==> config.mk <==
export PLATFORM = sky130hd
export DESIGN_NAME = irq_delay_timer
export DESIGN_NICKNAME = d
export VERILOG_FILES = /design/src/rtl/irq_timer_pkg.sv /design/src/rtl/irq_timer_regs.sv /design/src/rtl/irq_timer_reload.sv /design/src/rtl/irq_timer_counter.sv /design/src/rtl/irq_delay_timer.sv
export SDC_FILE = /design/constraint.sdc
export NUM_CORES = 1
export LEC_CHECK = 0
export CORE_ASPECT_RATIO = 0.8
export CORE_MARGIN = 2
export CORE_UTILIZATION = 57
export CTS_CLUSTER_DIAMETER = 40
export DETAILED_ROUTE_END_ITERATION = 8
export GPL_ROUTABILITY_DRIVEN = 0
export PLACE_DENSITY = 0.79
export SYNTH_ARGS = -nofsm -noshare
export SYNTH_HDL_FRONTEND = slang
export SYNTH_SLANG_ARGS = --single-unit
==> constraint.sdc <==
create_clock -name clk_i -period 1.38 [get_ports clk_i]
set_clock_uncertainty 0.2 [all_clocks]
set_input_delay 0.414 -clock clk_i [delete_from_list [all_inputs] [get_ports clk_i]]
set_output_delay 0.414 -clock clk_i [all_outputs]
set_load 0.01 [all_outputs]
==> src/rtl/irq_timer_pkg.sv <==
package irq_timer_pkg;
  localparam int RUN_BIT   = 0;
  localparam int IRQEN_BIT = 1;
  localparam int ARM_BIT   = 2;

  typedef struct packed {
    logic arm;
    logic irq_en;
    logic run;
  } tmr_ctrl_t;
endpackage

==> src/rtl/irq_timer_regs.sv <==
module irq_timer_regs
  import irq_timer_pkg::*;
#(
  parameter int DATA_W = 8
) (
  input  logic              clk_i,
  input  logic              rst_ni,
  input  logic              latch_we_i,
  input  logic              ctrl_we_i,
  input  logic [DATA_W-1:0] wdata_i,
  output logic [DATA_W-1:0] latch_o,
  output tmr_ctrl_t         ctrl_o
);
  logic [DATA_W-1:0] latch_q, latch_d;
  tmr_ctrl_t         ctrl_q, ctrl_d;

  always_comb begin
    latch_d       = wdata_i;
    ctrl_d.run    = wdata_i[RUN_BIT];
    ctrl_d.irq_en = wdata_i[IRQEN_BIT];
    ctrl_d.arm    = wdata_i[ARM_BIT];
  end

  always_ff @(posedge clk_i or negedge rst_ni) begin
    if (!rst_ni) begin
      latch_q <= '0;
    end else if (latch_we_i) begin
      latch_q <= latch_d;
    end
  end

  always_ff @(posedge clk_i or negedge rst_ni) begin
    if (!rst_ni) begin
      ctrl_q <= '0;
    end else if (ctrl_we_i) begin
      ctrl_q <= ctrl_d;
    end
  end

  assign latch_o = latch_q;
  assign ctrl_o  = ctrl_q;

  // the latch changes only on its own strobe
  assert_latch_hold_R8: assert property (@(posedge clk_i) disable iff (!rst_ni)
    !latch_we_i |=> $stable(latch_q));
endmodule

==> src/rtl/irq_timer_reload.sv <==
module irq_timer_reload #(
  parameter int DATA_W    = 8,
  parameter int PRE_LOG2  = 4,
  parameter int CNT_W     = DATA_W + 1 + PRE_LOG2,
  parameter int ZERO_STOP = 17,
  parameter int ZERO_ACK  = 1
) (
  input  logic [DATA_W-1:0] latch_i,
  output logic [CNT_W-1:0]  stop_val_o,
  output logic [CNT_W-1:0]  ack_val_o
);
  localparam logic [CNT_W-1:0] STOP_Z = CNT_W'(ZERO_STOP);
  localparam logic [CNT_W-1:0] ACK_Z  = CNT_W'(ZERO_ACK);

  logic [CNT_W-1:0] l_ext;
  logic             l_zero;

  always_comb begin
    l_ext      = CNT_W'(latch_i);
    l_zero     = (latch_i == '0);
    stop_val_o = l_zero ? STOP_Z : ((l_ext + CNT_W'(2)) << PRE_LOG2);
    ack_val_o  = l_zero ? ACK_Z  : ((l_ext + CNT_W'(1)) << PRE_LOG2);
  end

  // the stop reload always exceeds the acknowledge reload
  always_comb begin
    assert_stop_gt_ack_R3: assert (stop_val_o > ack_val_o);
  end
endmodule

==> src/rtl/irq_timer_counter.sv <==
module irq_timer_counter #(
  parameter int CNT_W = 13
) (
  input  logic             clk_i,
  input  logic             rst_ni,
  input  logic             load_i,
  input  logic [CNT_W-1:0] load_val_i,
  input  logic             count_i,
  input  logic             clr_i,
  output logic [CNT_W-1:0] cnt_o,
  output logic             pend_o
);
  logic [CNT_W-1:0] cnt_q, cnt_d;
  logic             pend_q, pend_d;
  logic             cnt_en, pend_en;
  logic             at_end;

  always_comb begin
    at_end  = (cnt_q <= CNT_W'(1));
    cnt_en  = load_i | (count_i & (cnt_q != '0));
    cnt_d   = load_i ? load_val_i : (cnt_q - CNT_W'(1));
    pend_en = clr_i | (~load_i & count_i & at_end);
    pend_d  = ~clr_i;
  end

  always_ff @(posedge clk_i or negedge rst_ni) begin
    if (!rst_ni) begin
      cnt_q <= '0;
    end else if (cnt_en) begin
      cnt_q <= cnt_d;
    end
  end

  always_ff @(posedge clk_i or negedge rst_ni) begin
    if (!rst_ni) begin
      pend_q <= 1'b0;
    end else if (pend_en) begin
      pend_q <= pend_d;
    end
  end

  assign cnt_o  = cnt_q;
  assign pend_o = pend_q;

  // one step down per counting edge
  assert_step_down_R2: assert property (@(posedge clk_i) disable iff (!rst_ni)
    (count_i && !load_i && cnt_q != '0) |=> (cnt_q == $past(cnt_q) - CNT_W'(1)));
  // no movement while counting is off
  assert_hold_off_R4: assert property (@(posedge clk_i) disable iff (!rst_ni)
    (!count_i && !load_i) |=> $stable(cnt_q));
  // zero is held and pending is raised
  assert_zero_hold_R7: assert property (@(posedge clk_i) disable iff (!rst_ni)
    (count_i && !load_i && !clr_i && cnt_q == '0) |=> (cnt_q == '0 && pend_q));
endmodule

==> src/rtl/irq_delay_timer.sv <==
module irq_delay_timer
  import irq_timer_pkg::*;
#(
  parameter int DATA_W      = 8,
  parameter int PRE_LOG2    = 4,
  parameter int SYNC_STAGES = 2
) (
  input  logic              clk_i,
  input  logic              rst_ni,
  input  logic              latch_we_i,
  input  logic              ctrl_we_i,
  input  logic              ack_we_i,
  input  logic [DATA_W-1:0] wdata_i,
  output logic              irq_o
);
  localparam int CNT_W = DATA_W + 1 + PRE_LOG2;

  logic [SYNC_STAGES-1:0] rst_sync_q;
  logic                   rst_n_int;

  always_ff @(posedge clk_i or negedge rst_ni) begin
    if (!rst_ni) begin
      rst_sync_q <= '0;
    end else begin
      rst_sync_q <= {rst_sync_q[SYNC_STAGES-2:0], 1'b1};
    end
  end
  assign rst_n_int = rst_sync_q[SYNC_STAGES-1];

  logic [DATA_W-1:0] latch;
  tmr_ctrl_t         ctrl;
  logic [CNT_W-1:0]  stop_val, ack_val, load_val, cnt;
  logic              load, count_on, pend;

  irq_timer_regs #(.DATA_W(DATA_W)) u_regs (
    .clk_i     (clk_i),
    .rst_ni    (rst_n_int),
    .latch_we_i(latch_we_i),
    .ctrl_we_i (ctrl_we_i),
    .wdata_i   (wdata_i),
    .latch_o   (latch),
    .ctrl_o    (ctrl)
  );

  irq_timer_reload #(.DATA_W(DATA_W), .PRE_LOG2(PRE_LOG2), .CNT_W(CNT_W)) u_reload (
    .latch_i   (latch),
    .stop_val_o(stop_val),
    .ack_val_o (ack_val)
  );

  always_comb begin
    load     = ack_we_i | (ctrl_we_i & ~wdata_i[RUN_BIT]);
    load_val = ack_we_i ? ack_val : stop_val;
    count_on = ctrl.run & ctrl.arm;
  end

  irq_timer_counter #(.CNT_W(CNT_W)) u_cnt (
    .clk_i     (clk_i),
    .rst_ni    (rst_n_int),
    .load_i    (load),
    .load_val_i(load_val),
    .count_i   (count_on),
    .clr_i     (ack_we_i),
    .cnt_o     (cnt),
    .pend_o    (pend)
  );

  assign irq_o = pend & ctrl.irq_en;

  // acknowledge drops the request
  assert_ack_clears_R6: assert property (@(posedge clk_i) disable iff (!rst_n_int)
    ack_we_i |=> !irq_o);
  // stop write reloads and halts
  assert_stop_reload_R3: assert property (@(posedge clk_i) disable iff (!rst_n_int)
    (ctrl_we_i && !wdata_i[RUN_BIT] && !ack_we_i) |=> (cnt == $past(stop_val) && !count_on));
  // disabling the request line masks it
  assert_irq_masked_R5: assert property (@(posedge clk_i) disable iff (!rst_n_int)
    (ctrl_we_i && !wdata_i[IRQEN_BIT]) |=> !irq_o);
endmodule

* Yosys cells after proc, flatten, opt, wreduce, memory -nomap -nowiden
Cells that the tools add are included.
** Word-level totals
- Logic and storage cells :: 29
- Bits of input ports :: 13
- Flip-flop bits (word level) :: 27
- Output and inout bits :: 1
** Operators by class
- Reduce and logical (&&, ||, !) cells :: 2
- Multiplexer cells :: 4
- Add/subtract/negate cells :: 3
- Order comparisons :: 1
- Bitwise logic cells :: 12
** Operators by type and width (count)
- 13-bit 2-to-1 mux :: 4
- 13-bit by 1-bit less-or-equal comparator with 1-bit output, second input constant :: 1
- 13-bit nonzero test :: 1
- 13-bit by 1-bit subtractor with 13-bit output, second input constant :: 1
- 8-bit by 1-bit adder with 9-bit output, second input constant :: 1
- 8-bit by 2-bit adder with 9-bit output, second input constant :: 1
- 8-bit zero test :: 1
- 1-bit AND :: 6
- 1-bit NOT :: 3
- 1-bit OR :: 3

* Logic depth before layout (Yosys ltp)
- Word-level depth :: 7
- Depth in mapped cells :: 8
- Depth with buffers taken out :: 7

* By module
A second synthesis with hierarchy kept.
** Unflattened totals
- Cell total of the unflattened synthesis :: 202
- Area total of the unflattened synthesis :: 1970.6 µm²
** By module, submodules not included
- irq_timer_counter :: cells each 104, area an instance 924.6 µm², instances 1
- irq_timer_regs :: cells each 23, area an instance 440.4 µm², instances 1
- irq_timer_reload :: cells each 54, area an instance 369.1 µm², instances 1
- irq_delay_timer :: cells each 21, area an instance 236.5 µm², instances 1

* Worst setup path after synthesis
Ideal clock, no wire load.
- Path kind :: register -> register
- Start point :: register u_cnt.cnt_q[8], in the netlist u_cnt.cnt_o[8]
- End point :: register u_cnt.pend_q, in the netlist u_cnt.pend_o
- Data required time :: 1.085 ns
- Setup time :: 0.095 ns
- Arrival time :: 2.028 ns
- Path slack :: -0.944 ns
- Stages on the path, launching flop included :: 6
- Buffers on the path :: 1
- Cells stage by stage :: dfrtp_1 > or4_4 > or3_1 > clkbuf_2 > or4_4 > o32ai_2
** On the way
- Cells in the longest elaborated chain, start to end :: 3
** Ends and longest elaborated chain
- start: declaration :: RTL line irq_timer_counter.sv:13 : logic [CNT_W-1:0] cnt_q, cnt_d;
- start signal: assignment :: RTL line irq_timer_counter.sv:30 : cnt_q <= cnt_d;
- 13-bit by 1-bit less-or-equal comparator with 1-bit output :: RTL line irq_timer_counter.sv:19 : at_end = (cnt_q <= CNT_W'(1));
- 1-bit AND :: RTL line irq_timer_counter.sv:22 : pend_en = clr_i | (~load_i & count_i & at_end);
- 1-bit OR :: RTL line irq_timer_counter.sv:22
- end signal: assignment :: RTL line irq_timer_counter.sv:38 : pend_q <= pend_d;
- end: declaration :: RTL line irq_timer_counter.sv:14 : logic pend_q, pend_d;
Every way passes these cells.
A chain may end at the register's enable or synchronous reset.

* Worst setup path in the final report
- Start point :: register u_cnt.cnt_q[8], in the netlist u_cnt.cnt_o[8]
- End point :: register u_cnt.cnt_q[5], in the netlist u_cnt.cnt_o[5]
** On the way
- Cells in the longest elaborated chain, start to end :: 3
** Ends and longest elaborated chain
- 13-bit nonzero test :: RTL line irq_timer_counter.sv:20 : cnt_en = load_i | (count_i & (cnt_q != '0));
- 1-bit AND :: RTL line irq_timer_counter.sv:20
- 1-bit OR :: RTL line irq_timer_counter.sv:20
Every way passes these cells.

==> results.md <==
* Hold Violations, Final at 0
* Lkg Pwr at slightly above 1 nW
* CP endpoint: u_cnt.cnt_o[5]
* CP Launch Type: register
* Gr usage total at 0.297
* Synthesized area per cell at between 9 and 10 um2
* Post-cts hold buffer count at 0
* PwrDens at slightly above 1000 nW/um2
* Count of antenna-violating nets left after detailed routing at 0
* Yosys reg bits at 27
* Minimum clock period at 2400 ps
* Reg2reg start: u_cnt.cnt_o[8]
* Yosys cell types at 47
* Worst EP arrival at between 2000 and 2500 ps
* F_max at ~420 MHz
* IO Port Bufs at 13
* Vias in the first global route at 1,584
* Layout cells sized above 1 at 0.401
* Largest net degree at the start of global routing at 26
* Worst setup startpoint: u_cnt.cnt_o[8]
* Slew Limit Fails at 0
* Gate Count Post-Synth at roughly 160
* Placed insts at around 260
* FF-to-FF setup slack at -1020 ps
* Nets@finish at ~250
* H-tree levels at 1
* Crit-path cells: or4_4, or3_4, buf_6, o21a_4, nand2b_4, o211a_1
* Fin area at between 2000 and 2500 um2
* Most frequent cells in the layout: buf_4, dfrtp_1, nand2_1, nor2_1, clkdlybuf4s50_1
* Outcome: finished with violations
* Req. time, crit path at around 1400 ps
* WHS at 23.8 ps
* CTS tree: yes
* I/O pins at 14
* Placed Area at ~2100 um2
* Die height at 51.3 um
* Register clock-pin slew on the reported worst setup and hold paths at roughly 150 ps
* Top_reg_cell synth: dfrtp_1
* First-pass GRT wire length at 7370 um
* Initial antenna violation count at 0
* Slowest stage delay, CP at 550 ps
* DR vias at 1,587
* VDD IR-drop max at a little over 800 uV
* Die area at between 3000 and 4000 um2
* Register-to-Register Path Depth at 6
* Failing checks: setup timing
* Setup ws final at -1020 ps
* DR pass1 iterations at 5
* Post-DP HPWL at 3140 um
* GRT Residual Overflow at 0
* CTS root buffer: clkbuf_4
* Post-synth EDFFs at 0
* Min-delay worst type: in -> async
* CTS Buffer Depth at 2
* Reg2Reg Capture Point: u_cnt.cnt_o[5]
* Vias per inst at 5.99
* Max cap viols at 0
* Area growth from synthesis to layout at 42.3%
* Non-filler cells, final at roughly 270
* Die W at roughly 63 um
* Site row count at 17
* Total power at around 2.3 mW
* Syn_nets at about 180
* Fraction of registers with async set/reset at 1.00
* Cell Area, Synth at between 1500 and 2000 um2
* Final period utilization at 1.74
* CP Class: reg -> reg
* Most common cell after layout, fill and taps aside: buf_4
* Setup-failing EPs final at 15
* Clock Latency Late Sink at 340 ps
* Crit path max fanout at 6
* CTS Buf Count at 3
* Starting density of the core at 0.591
* Initial drt markers at approximately 160
* Detailed Route WL at about 5000 um
* Yosys warns at 0
* Wire per inst at around 19 um
* Diode count at 0
* Sink Count at 27
* Slowest CP cell: or4_4
* Residual DRC at 0
* FILL cells at 147
* Core ar. at around 2700 um2
* RSZ-0062 raised after global routing: yes
* CP Capture Type: register
* Register area share after synthesis at 0.424
-- state kept, by name, summed over array words and instances, names as in the netlist --
name            count
u_cnt.pend_o        1
u_regs.ctrl_o       3
rst_sync_q          2
u_cnt.cnt_o        13
u_regs.latch_o      8
-- cell usage after synthesis (2+ instances only) --
cell	count	area share
o211ai_1	2	0.0094
nor2_1	14	0.033
o21a_1	2	0.0094
nand2b_1	2	0.0078
o211a_1	2	0.013
a41o_1	2	0.013
nor3_1	5	0.016
a32o_1	2	0.013
inv_1	6	0.014
ha_1	6	0.047
xor2_1	6	0.033
or4_4	2	0.014
clkbuf_1	5	0.012
nand4_1	5	0.020
and2_1	3	0.012
mux2_2	9	0.064
a21oi_1	4	0.013
or3_1	2	0.0078
o311ai_0	2	0.011
nand3_1	2	0.0063
nor4b_1	3	0.016
o32ai_1	2	0.011
o21ai_0	8	0.025
nand2_1	16	0.038
buf_2	2	0.0063
dfrtp_1	27	0.42
xnor2_1	2	0.011
-- worst max-delay path: cells and delay by family (launching register included) --
| family | cells | cell delay, ps |
|---|---|---|
| and+or+nand+nor | 3 | 1110 |
| DFF | 1 | 400 |
| buffers and inverters | 1 | 140 |
| AOI/OAI and AO/OA | 2 | 440 |
-- worst min path at each step --
| stage | start | end | slack, ps | cells past startpoint |
|---|---|---|---|---|
| after floorplan | rst_ni | rst_sync_q[0] | -80 | 0 |
| after global placement | rst_sync_q[1] | u_regs.ctrl_o[1] | 40 | 1 |
| after detailed placement | rst_sync_q[1] | u_regs.ctrl_o[1] | 60 | 1 |
| after CTS | rst_ni | rst_sync_q[0] | 10 | 1 |
| after global routing | rst_ni | rst_sync_q[0] | 10 | 1 |
| final | rst_ni | rst_sync_q[0] | 20 | 1 |
-- repair_timing --
item / CTS / global route
setup buffers: 2 / 4
pin swaps: 6 / 12
gates resized for setup: 16 / 12
hold endpoints to repair: 0 / 0
gates cloned: 0 / 0
endpoints found under the setup margin: 20 / 15
-- kinds of logic after synthesis --
group | count (synthesis) | share of synthesized area
and+or+nand+nor | 62 | 0.212
AOI/OAI and AO/OA | 35 | 0.166
DFF | 27 | 0.424
buffers and inverters | 14 | 0.0353
muxes | 10 | 0.0698
xor gates and xnor gates | 8 | 0.0439
adders and majority gates | 6 | 0.0471
other | 1 | 0.00235
-- power breakdown --
part           switching, mW  total [mW]  internal (mW)
registers             0.0641       0.947          0.883
clock network          0.242       0.351          0.109
logic                  0.501        1.00          0.501
-- metal layers --
layer  part of all wire  GRT usage  vias up
li1                   -          -      724
met1               0.41      0.379      758
met2               0.49      0.512       82
met3              0.067     0.0507       23
met4              0.035      0.111        0
met5                  0          0        -
-- per-stage QoR --
| step | TNS, ps | setup slack, ps | utilization |
|---|---|---|---|
| after floorplan | -11720 | -943 | - |
| after global placement | -15710 | -956 | 0.780 |
| after detailed placement | -16620 | -1020 | 0.780 |
| after CTS | -11990 | -917 | 0.808 |
| after global routing | -13740 | -1050 | 0.840 |
| final | -13140 | -1020 | 0.840 |
-- layout make-up --
class / instances / area (um2) / share of cell area
Inverter: 6 / 22.5 / 0.00992
Clock inverter: 1 / 5.00 / 0.00221
Multi-Input combinational cell: 122 / 948 / 0.418
Sequential cell: 27 / 676 / 0.298
Clock buffer: 3 / 22.5 / 0.00992
Timing Repair Buffer: 68 / 548 / 0.241
Tap cell: 38 / 47.5 / 0.0209
(Power assumes the default switching activity.)
